`config.mk`:
```
export PLATFORM = sky130hd
export DESIGN_NAME = mdrop_wake_ctrl
export DESIGN_NICKNAME = d
export VERILOG_FILES = /design/src/rtl/mdw_pkg.sv /design/src/rtl/mdw_idle_det.sv /design/src/rtl/mdw_char_gate.sv /design/src/rtl/mdw_standby_reg.sv /design/src/rtl/mdrop_wake_ctrl.sv
export SDC_FILE = /design/constraint.sdc
export NUM_CORES = 1
export LEC_CHECK = 0
export BUFFER_PORTS_ARGS = -buffer_cell sky130_fd_sc_hd__buf_4
export CORE_AREA = 2 2 39 41
export CTS_CLUSTER_DIAMETER = 30
export DETAILED_ROUTE_END_ITERATION = 16
export DIE_AREA = 0 0 41 43
export GPL_TIMING_DRIVEN = 0
export SYNTH_ARGS = -nofsm -noshare
export SYNTH_HDL_FRONTEND = slang
export SYNTH_SLANG_ARGS = --single-unit
```
`constraint.sdc`:
```
create_clock -name clk_i -period 2.6 [get_ports clk_i]
set_input_delay 0.65 -clock clk_i [delete_from_list [all_inputs] [get_ports clk_i]]
set_output_delay 0.65 -clock clk_i [all_outputs]
set_load 0.03 [all_outputs]
```
`src/rtl/mdw_pkg.sv`:
```
package mdw_pkg;
  typedef enum logic {
    WAKE_IDLE = 1'b0,
    WAKE_ADDR = 1'b1
  } wake_sel_e;

  localparam int unsigned IDLE_LEN_8 = 10;
  localparam int unsigned IDLE_LEN_9 = 11;
endpackage

```
`src/rtl/mdw_idle_det.sv`:
```
module mdw_idle_det #(
  parameter int unsigned LEN8 = 10,
  parameter int unsigned LEN9 = 11,
  localparam int unsigned CW = $clog2(LEN9 + 1)
) (
  input  logic clk_i,
  input  logic rst_ni,
  input  logic clr_i,
  input  logic nine_bit_i,
  input  logic bit_stb_i,
  input  logic bit_val_i,
  output logic idle_hit_o
);
  logic [CW-1:0] cnt_q;
  logic [CW-1:0] thr;
  logic          armed_q;

  assign thr = nine_bit_i ? CW'(LEN9) : CW'(LEN8);

  always_ff @(posedge clk_i or negedge rst_ni) begin
    if (!rst_ni) begin
      cnt_q   <= '0;
      armed_q <= 1'b0;
    end else if (clr_i) begin
      cnt_q   <= '0;
      armed_q <= 1'b0;
    end else if (bit_stb_i) begin
      if (!bit_val_i) begin
        cnt_q   <= '0;
        armed_q <= 1'b1;
      end else if (cnt_q < thr) begin
        cnt_q <= cnt_q + 1'b1;
      end
    end
  end

  // run reaches threshold on this strobe; only after a 0 was seen
  assign idle_hit_o = bit_stb_i & bit_val_i & armed_q & ~clr_i &
                      (cnt_q >= thr - 1'b1);

  p_cnt_bound_r6: assert property (@(posedge clk_i) disable iff (!rst_ni)
    cnt_q <= CW'(LEN9));
  p_zero_restart_r6: assert property (@(posedge clk_i) disable iff (!rst_ni)
    (bit_stb_i && !bit_val_i && !clr_i) |=> (cnt_q == '0));
  p_no_strobe_hold_r7: assert property (@(posedge clk_i) disable iff (!rst_ni)
    (!bit_stb_i && !clr_i) |=> $stable(cnt_q));
  p_arm_only_by_zero_r8: assert property (@(posedge clk_i) disable iff (!rst_ni)
    $rose(armed_q) |-> $past(bit_stb_i && !bit_val_i));
endmodule

```
`src/rtl/mdw_char_gate.sv`:
```
module mdw_char_gate (
  input  logic clk_i,
  input  logic rst_ni,
  input  logic standby_i,
  input  logic addr_mode_i,
  input  logic char_done_i,
  input  logic char_msb_i,
  output logic addr_hit_o,
  output logic deliver_o
);
  logic deliver_q;

  assign addr_hit_o = standby_i & addr_mode_i & char_done_i & char_msb_i;

  always_ff @(posedge clk_i or negedge rst_ni) begin
    if (!rst_ni) deliver_q <= 1'b0;
    else         deliver_q <= char_done_i & (~standby_i | addr_hit_o);
  end

  assign deliver_o = deliver_q;

  p_deliver_needs_char_r11: assert property (@(posedge clk_i) disable iff (!rst_ni)
    deliver_q |-> $past(char_done_i));
  p_standby_deliver_only_mark_r10: assert property (@(posedge clk_i) disable iff (!rst_ni)
    (deliver_q && $past(standby_i)) |-> $past(char_msb_i && addr_mode_i));
endmodule

```
`src/rtl/mdw_standby_reg.sv`:
```
module mdw_standby_reg (
  input  logic clk_i,
  input  logic rst_ni,
  input  logic wr_i,
  input  logic wdata_i,
  input  logic idle_hit_i,
  input  logic addr_hit_i,
  input  logic addr_mode_i,
  output logic standby_o
);
  logic standby_q;
  logic wake;

  assign wake = addr_mode_i ? addr_hit_i : idle_hit_i;

  always_ff @(posedge clk_i or negedge rst_ni) begin
    if (!rst_ni)                 standby_q <= 1'b0;
    else if (wr_i)               standby_q <= wdata_i;
    else if (standby_q && wake)  standby_q <= 1'b0;
  end

  assign standby_o = standby_q;

  p_write_loads_r2: assert property (@(posedge clk_i) disable iff (!rst_ni)
    wr_i |=> (standby_q == $past(wdata_i)));
  p_exit_has_cause_r4: assert property (@(posedge clk_i) disable iff (!rst_ni)
    ($fell(standby_q) && !$past(wr_i)) |-> $past(wake));
  p_enter_only_by_write_r2: assert property (@(posedge clk_i) disable iff (!rst_ni)
    $rose(standby_q) |-> $past(wr_i && wdata_i));
endmodule

```
`src/rtl/mdrop_wake_ctrl.sv`:
```
module mdrop_wake_ctrl
  import mdw_pkg::*;
#(
  parameter int unsigned LEN8 = IDLE_LEN_8,
  parameter int unsigned LEN9 = IDLE_LEN_9
) (
  input  logic clk_i,
  input  logic rst_ni,
  input  logic ctrl_wr_i,
  input  logic ctrl_wake_en_i,
  input  logic wake_sel_i,
  input  logic nine_bit_i,
  input  logic rx_irq_en_i,
  input  logic bit_stb_i,
  input  logic bit_val_i,
  input  logic char_done_i,
  input  logic char_msb_i,
  output logic standby_o,
  output logic rx_irq_en_o,
  output logic char_deliver_o
);
  wake_sel_e sel;
  logic      addr_mode;
  logic      idle_hit;
  logic      addr_hit;
  logic      standby;
  logic      enter;

  assign sel       = wake_sel_e'(wake_sel_i);
  assign addr_mode = (sel == WAKE_ADDR);
  assign enter     = ctrl_wr_i & ctrl_wake_en_i;

  mdw_idle_det #(.LEN8(LEN8), .LEN9(LEN9)) u_idle (
    .clk_i      (clk_i),
    .rst_ni     (rst_ni),
    .clr_i      (enter),
    .nine_bit_i (nine_bit_i),
    .bit_stb_i  (bit_stb_i),
    .bit_val_i  (bit_val_i),
    .idle_hit_o (idle_hit)
  );

  mdw_char_gate u_gate (
    .clk_i       (clk_i),
    .rst_ni      (rst_ni),
    .standby_i   (standby),
    .addr_mode_i (addr_mode),
    .char_done_i (char_done_i),
    .char_msb_i  (char_msb_i),
    .addr_hit_o  (addr_hit),
    .deliver_o   (char_deliver_o)
  );

  mdw_standby_reg u_stby (
    .clk_i       (clk_i),
    .rst_ni      (rst_ni),
    .wr_i        (ctrl_wr_i),
    .wdata_i     (ctrl_wake_en_i),
    .idle_hit_i  (idle_hit),
    .addr_hit_i  (addr_hit),
    .addr_mode_i (addr_mode),
    .standby_o   (standby)
  );

  assign standby_o   = standby;
  assign rx_irq_en_o = rx_irq_en_i & ~standby;

  p_irq_masked_r3: assert property (@(posedge clk_i) disable iff (!rst_ni)
    standby_o |-> !rx_irq_en_o);
  p_addr_mode_no_idle_exit_r10: assert property (@(posedge clk_i) disable iff (!rst_ni)
    ($fell(standby_o) && !$past(ctrl_wr_i) && $past(addr_mode)) |-> char_deliver_o);
  p_reset_state_r1: assert property (@(posedge clk_i)
    !rst_ni |=> (!standby_o && !char_deliver_o));
endmodule

```
# Word-level counts from Yosys, hierarchy flattened
# Cells that the tools add are included.
word_totals:
  wordCells: 39
  reg_bits: 7
  out_inout_bits: 3
classes:
  eq_ne: 2
  bitwise: 13
  mux: 11
  addsub: 2
  n_lt_le_gt_ge: 2
  n_reduce_logical: 5
ops:
  columns: ["cell", "count"]
  rows:
  - ["4-bit two-way mux", 4]
  - ["1-bit AND", 10]
  - ["1-bit two-way mux", 7]
  - ["4-bit by 1-bit adder with 4-bit output, second input constant", 1]
  - ["4-bit greater-or-equal comparator", 1]
  - ["4-bit less-than comparator", 1]
  - ["2-bit AND reduction", 2]
  - ["2-bit nonzero test", 2]
  - ["4-bit by 1-bit subtractor with 4-bit output, second input constant", 1]
  - ["3-bit by 1-bit != test with 1-bit output, second input constant", 1]
  - ["2-bit by 1-bit != test with 1-bit output, second input constant", 1]
  - ["1-bit inverter", 2]
  - ["1-bit logical AND", 1]
  - ["1-bit OR", 1]

# Logic depth before layout (Yosys ltp)
# Gate-level depths: netlist of the first run.
logic_depth:
  depth_word: 8
  depth_mapped: 6

# Modules after synthesis
# From an unflattened synthesis of the first run, not the netlist that was laid out.
unflattened:
  cells_unflattened: 47
  area_unflattened_um2: 466.7
modules_own_cells:
  columns: ["mod", "area_each_um2", "n_inst", "seq_area_each_um2", "cells_per_inst"]
  rows:
  - ["mdw_idle_det", 352.8, 1, 125.1, 36]
  - ["mdw_standby_reg", 50.0, 1, 25.0, 4]
  - ["mdw_char_gate", 43.8, 1, 25.0, 5]
  - ["mdrop_wake_ctrl", 20.0, 1, 0.0, 2]

# Least setup slack after synthesis of the first run
# No wires, ideal clock.
synth_timing:
  path_kind: "input to output"
  from: "input port rx_irq_en_i"
  to: "output port rx_irq_en_o"
  slack_ns: 0.845
  t_required_ns: 1.950
  t_arrival_ns: 1.105
  path_stages: 1
  path_cell_list: "nor2b_1"
synth_via:
  elab_chain_len: 1
synth_rtl:
  columns: ["element", "line_no", "text"]
  rows:
  - ["from (decl)", "mdrop_wake_ctrl.sv:13", "input logic rx_irq_en_i,"]
  - ["1-bit AND", "mdrop_wake_ctrl.sv:66", "assign rx_irq_en_o = rx_irq_en_i & ~standby;"]
  - ["to (decl)", "mdrop_wake_ctrl.sv:19", "output logic rx_irq_en_o,"]
# Every way passes these cells.

# Final worst setup path of the first run
# Same ends and word-level chain as after synthesis.

==> results of run 1 <==
==> metal layers <==
layer | part of all wire | global-route usage | vias to the layer above
met5 | 0 | 0 | -
met4 | 0.053 | 0.140 | 0
met3 | 0.034 | 0.0157 | 5
met2 | 0.46 | 0.156 | 10
met1 | 0.45 | 0.184 | 187
li1 | - | - | 199
==> through the flow <==
step	power (mW)	setup WS (ns)	instances	area [µm²]
detailed placement	0.188	0.865	74	554
floorplan	0.160	0.845	46	444
finish	0.287	0.918	78	581
global route	0.306	0.891	78	581
CTS	0.290	0.916	78	581
global placement	0.187	0.863	74	554
==> worst max-delay path, stage by stage <==
cell     delay (ns)
buf_4          0.10
nor2b_1        0.12
buf_4          0.16
==> synth_stat cells (all sizes together) <==
master  number
o21a         1
nand2b       1
nor2b        4
a211oi       2
nand4        1
and4         1
a41oi        1
nand2        5
o21ai        4
ha           4
a21boi       1
and4b        1
nand3b       1
o31a         1
nand3        1
a31o         1
nor2         1
mux2i        1
dfrtp        7
nor3         2
inv          3
clkbuf       1
a21oi        1
==> sequential cells by signal, summed over array words and instances, names as in the netlist <==
| register | count |
|---|---|
| u_gate.deliver_o | 1 |
| u_idle.cnt_q | 4 |
| u_idle.armed_q | 1 |
| u_stby.standby_o | 1 |
==> cells by family after synthesis <==
group | after synthesis | share of synthesized area
buf+inv | 4 | 0.0338
mux | 1 | 0.0225
fa+ha+maj | 4 | 0.113
flops | 7 | 0.394
compound gates | 12 | 0.192
simple gates | 18 | 0.245
==> power by group <==
part	internal, mW	total (mW)	switching, mW
Clock	0.0588	0.102	0.0432
Combinational	0.0298	0.0597	0.0299
Sequential	0.117	0.125	0.00809
Total	0.205	0.287	0.0812
==> cells in the final DEF, fill, tap and decap left out, drive strengths merged, types with 2 or more instances in the layout <==
cell / count
ha: 4
clkbuf: 5
o21ai: 4
nor2b: 4
inv: 3
nor3: 2
a211oi: 2
nand2: 5
buf: 12
dfrtp: 7
==> how the worst min path moves through the flow <==
stage / endpoint / slack (ns) / cells past startpoint
5_1_grt: u_idle.cnt_q[2] / 0.20 / 1
3_5_place_dp: u_gate.deliver_o / 0.47 / 1
3_3_place_gp: u_gate.deliver_o / 0.47 / 1
4_1_cts: u_idle.cnt_q[2] / 0.20 / 1
6_report: u_idle.cnt_q[2] / 0.20 / 1
2_1_floorplan: u_gate.deliver_o / 0.35 / 0
==> area by class of cell <==
type                            instances  area [µm²]
Timing Repair Buffer                   12        90.1
Inverter                                3        11.3
Multi-Input combinational cell         35         254
Sequential cell                         7         175
Tap cell                               16        20.0
Buffer                                  1        3.75
Fill cell                             137         803
Clock buffer                            4        26.3
==> flow_metrics.env, run 1 <==
export IMPL_cts_buffers=3
export IMPL_syn_nets=61
export IMPL_worstSkewPairLatency_ns=0.26
export IMPL_cts_root_buf="clkbuf_4"
export IMPL_syn_inst=46
export IMPL_min_path_type="in -> async"
export IMPL_post_drt_via_cell_ratio=5.14
export IMPL_worstPathRequired_ns=1.95
export IMPL_max_vdd_ir_drop_uv=189
export IMPL_hold_viol=0
export IMPL_grt_pass1_wl_mm=1.51
export IMPL_clk_path_buf_depth=2
export IMPL_period_share=0.647
export IMPL_slew_headroom=0.788
export IMPL_syn_avg_cell_area_um2=9.66
export IMPL_numPortBuffers=12
export IMPL_fin_worst_skew_ns=0.00483
export IMPL_rr_worst_depth=6
export IMPL_synth_top_area_frac=0.394
export IMPL_ys_seq_area_frac=0.394
export IMPL_pin_count=14
export IMPL_period_minus_slack_ns=1.68
export IMPL_arrival_ns=1.03
export IMPL_rrSetupSlack_ns=1.13
export IMPL_coreArea_um2=1380
export IMPL_p_leak_nw=0.273
export IMPL_critical_path_class="in -> out"
export IMPL_ant_nets=0
export IMPL_ys_top_cells_by_area="dfrtp_1, ha_1, nand2_1"
export IMPL_syn_area_um2=444
export IMPL_setup_viol=0
export IMPL_critPathCapture="rx_irq_en_o"
export IMPL_area_delta_synth_final_pct=30.7
export IMPL_drc=0
export IMPL_yosys_area_top_type="dfrtp_1"
export IMPL_drt_pass1_iterations=3
export IMPL_antenna_cells=0
export IMPL_startpoint_type="input pin"
export IMPL_dieArea_um2=1760
export IMPL_antenna_found_initial=0
export IMPL_yosys_register_bits=7
export IMPL_rsz0062_at_grt="no"
export IMPL_fp_dieH_um=43
export IMPL_power_density_nw_per_um2=494
export IMPL_rr_endpoint="u_idle.cnt_q[1]"
export IMPL_wl_um=862
export IMPL_hold_slack_ns=0.196
export IMPL_cts_resized=0
export IMPL_tns_ns=0
export IMPL_drv_slew=0
export IMPL_fmax_ghz=0.595
export IMPL_h_tree_depth=1
export IMPL_gp_congestion=0.689
export IMPL_maxCapViolCount=0
export IMPL_cp_max_fo=1
export IMPL_end_kind="output port"
export IMPL_grt_pass1_vias=343
export IMPL_synth_cell_types=26
export IMPL_grt_overflow=0
export IMPL_startpoint="rx_irq_en_i"
export IMPL_cts_tree="done"
export IMPL_routed_via_count=401
export IMPL_wl_per_cell_um=11.1
export IMPL_nNetsFinal=78
export IMPL_grt_max_degree=10
export IMPL_yosysWarningCount=0
export IMPL_rows=14
export IMPL_cts_setup_buffers=0
export IMPL_grt_util_all_layers=0.132
export IMPL_fp_dieW_um=41
export IMPL_drt_first_iter_violations=5
export IMPL_drive_above_1_share=0.290
export IMPL_r2r_start="u_idle.cnt_q[0]"
export IMPL_clkSinkCount=7
export IMPL_post_route_util=0.420
export IMPL_outcome="complete, no violations"
export IMPL_start_util=0.321
export IMPL_clk_pin_slew_worst_paths_ns=0.06
export IMPL_tightestPinTransition_ns=0.318
export IMPL_cts_hold_buf=0
export IMPL_hpwlAfterDp_um=685
No activity file was read; power rests on OpenSTA's default activity.
==> run 2, diff against run 1 <==
Clock period 2.6 ns to 1.5 ns, I/O delays scaled along.
==> run 2 against run 1 <==
- clock power is 73% higher
- global-route usage is 0.10 points higher
- final cell count is 2.6% higher
- critical path type is now reg -> reg
- critical endpoint is now u_idle.cnt_q[1]
==> flow_metrics.env, run 2 (synthesis gave the netlist of run 1 again) <==
export IMPL_clk_pin_slew_worst_paths_ns=0.06
export IMPL_min_path_type="in -> reg"
export IMPL_fin_worst_skew_ns=0.00425
export IMPL_cts_root_buf="clkbuf_4"
export IMPL_power_frac_comb=0.227
export IMPL_h_tree_depth=1
export IMPL_worstSkewPairLatency_ns=0.26
export IMPL_post_drt_via_cell_ratio=5.11
export IMPL_end_kind="flip-flop"
export IMPL_start_util=0.321
export IMPL_min_to="u_idle.cnt_q[3]"
export IMPL_layout_setup_ws_ns=0.0608
export IMPL_fillers=134
export IMPL_pwr_share_clk=0.347
export IMPL_slew_headroom=0.788
export IMPL_fp_dieH_um=43
export IMPL_period_minus_slack_ns=1.44
export IMPL_ant_nets=0
export IMPL_power_density_nw_per_um2=842
export IMPL_grt_pass1_wl_mm=1.52
export IMPL_path_cells="inv_1 > ha_1 > nor2b_4 > o21ai_2 > and4_1 > o31a_1"
export IMPL_post_route_util=0.436
export IMPL_worstPathRequired_ns=1.64
export IMPL_arrival_ns=1.58
export IMPL_hold_viol=0
export IMPL_wl_um=903
export IMPL_worstHoldStart="ctrl_wr_i"
export IMPL_rows=14
export IMPL_dieArea_um2=1760
export IMPL_netSwitchingPower_mw=0.144
export IMPL_rr_worst_depth=6
export IMPL_intPower_mw=0.364
export IMPL_totalPowerFinal_mw=0.508
export IMPL_critical_path_class="reg -> reg"
export IMPL_crit_path_max_incr_delay_ns=0.40
export IMPL_path_buf_inv=1
export IMPL_gp_congestion=0.689
export IMPL_tightestPinTransition_ns=0.318
export IMPL_antenna_found_initial=0
export IMPL_p_leak_nw=0.284
export IMPL_numPortBuffers=12
export IMPL_regMostFlops="u_idle.cnt_q"
export IMPL_cp_slowest_cell="dfrtp_1"
export IMPL_place_area_um2=554
export IMPL_drive_above_1_share=0.313
export IMPL_max_vdd_ir_drop_uv=325
export IMPL_cp_top_family="flip-flops"
export IMPL_min_path_cells=2
export IMPL_clk_path_buf_depth=2
export IMPL_rr_endpoint="u_idle.cnt_q[1]"
export IMPL_cts_tree="done"
export IMPL_grt_pass1_vias=349
export IMPL_maxCapViolCount=0
export IMPL_hpwlAfterDp_um=685
export IMPL_outcome="complete, no violations"
export IMPL_r2r_start="u_idle.cnt_q[0]"
export IMPL_power_frac_seq=0.425
export IMPL_fp_dieW_um=41
export IMPL_wl_per_cell_um=11.3
export IMPL_cts_buffers=3
export IMPL_antenna_cells=0
export IMPL_pin_count=14
export IMPL_grt_overflow=0
export IMPL_area_delta_synth_final_pct=35.8
export IMPL_largest_register_ffs=4
export IMPL_design_area_um2=603
export IMPL_p_sw_frac=0.283
export IMPL_clkSinkCount=7
export IMPL_nNetsFinal=80
export IMPL_drc=0
export IMPL_rrSetupSlack_ns=0.06
export IMPL_final_common_cell="buf_4"
export IMPL_fmax_ghz=0.695
export IMPL_cp_max_fo=5
export IMPL_startpoint_type="flip-flop"
export IMPL_period_share=0.959
export IMPL_drt_pass1_iterations=3
export IMPL_routed_via_count=409
export IMPL_final_cell_mix="buf_4, dfrtp_1, nand2_1, ha_1"
export IMPL_grt_util_all_layers=0.133
export IMPL_setup_viol=0
export IMPL_coreArea_um2=1380
export IMPL_drv_slew=0
export IMPL_grt_max_degree=10
export IMPL_post_place_ws_ns=0.0192
export IMPL_drt_first_iter_violations=3
==> run 2: worst register-to-register path, cell delays in order (launching register included) <==
cell     delay, ns
dfrtp_1       0.40
inv_1         0.08
ha_1          0.21
nor2b_4       0.11
o21ai_2       0.09
and4_1        0.21
o31a_1        0.23
==> run 2: worst max-delay path by stage <==
stage	from	endpoint	slack, ns	cells past startpoint
after global placement	u_idle.cnt_q[0]	u_idle.cnt_q[1]	0.03	6
after detailed placement	u_idle.cnt_q[0]	u_idle.cnt_q[1]	0.02	6
after CTS	u_idle.cnt_q[0]	u_idle.cnt_q[1]	0.02	6
final	u_idle.cnt_q[0]	u_idle.cnt_q[1]	0.06	6
after global routing	u_idle.cnt_q[0]	u_idle.cnt_q[1]	-0.002	6
after floorplan	u_idle.cnt_q[0]	u_idle.cnt_q[1]	0.13	6
==> run 2: final cells by class <==
class                   instances  area [µm²]  area share
plain buffers                   1        3.75     0.00622
clock buffers                   4        26.3      0.0436
inverters                       3        11.3      0.0187
multi-input cells              35         259       0.429
flip-flops and latches          7         175       0.290
well taps                      16        20.0      0.0332
repair buffers                 14         108       0.178
==> run 2: power groups by stage <==
| stage | registers [mW] | clock network, mW | logic (mW) |
|---|---|---|---|
| floorplan | 0.226 | 0 | 0.0517 |
| CTS | 0.217 | 0.180 | 0.108 |
| global placement | 0.220 | 0 | 0.104 |
| finish | 0.216 | 0.176 | 0.115 |
| detailed placement | 0.220 | 0 | 0.105 |
| global route | 0.219 | 0.192 | 0.130 |
==> run 2: metal layers <==
layer / wire length, µm / part of all wire / track usage / vias to the layer above
li1: - / - / - / 203
met3: 28 / 0.031 / 0.0157 / 5
met1: 407 / 0.45 / 0.184 / 191
met4: 44 / 0.049 / 0.140 / 0
met2: 423 / 0.47 / 0.159 / 10
met5: 0 / 0 / 0 / -
==> run 2: per-stage QoR <==
stage | std cells | TNS [ns] | hold slack, ns
after floorplan | 46 | 0 | 0.0794
after global placement | 74 | 0 | 0.195
after CTS | 79 | 0 | 0.310
final | 80 | 0 | 0.311
after detailed placement | 74 | 0 | 0.197
after global routing | 80 | -0.00244 | 0.307
==> run 2: timing repair <==
| item | CTS | global route |
|---|---|---|
| resized for setup | 0 | 1 |
| setup endpoints to repair | 0 | 2 |
| endpoints found under the hold margin | 7 | 0 |
| hold buffers | 1 | 0 |
| buffers inserted | 0 | 1 |
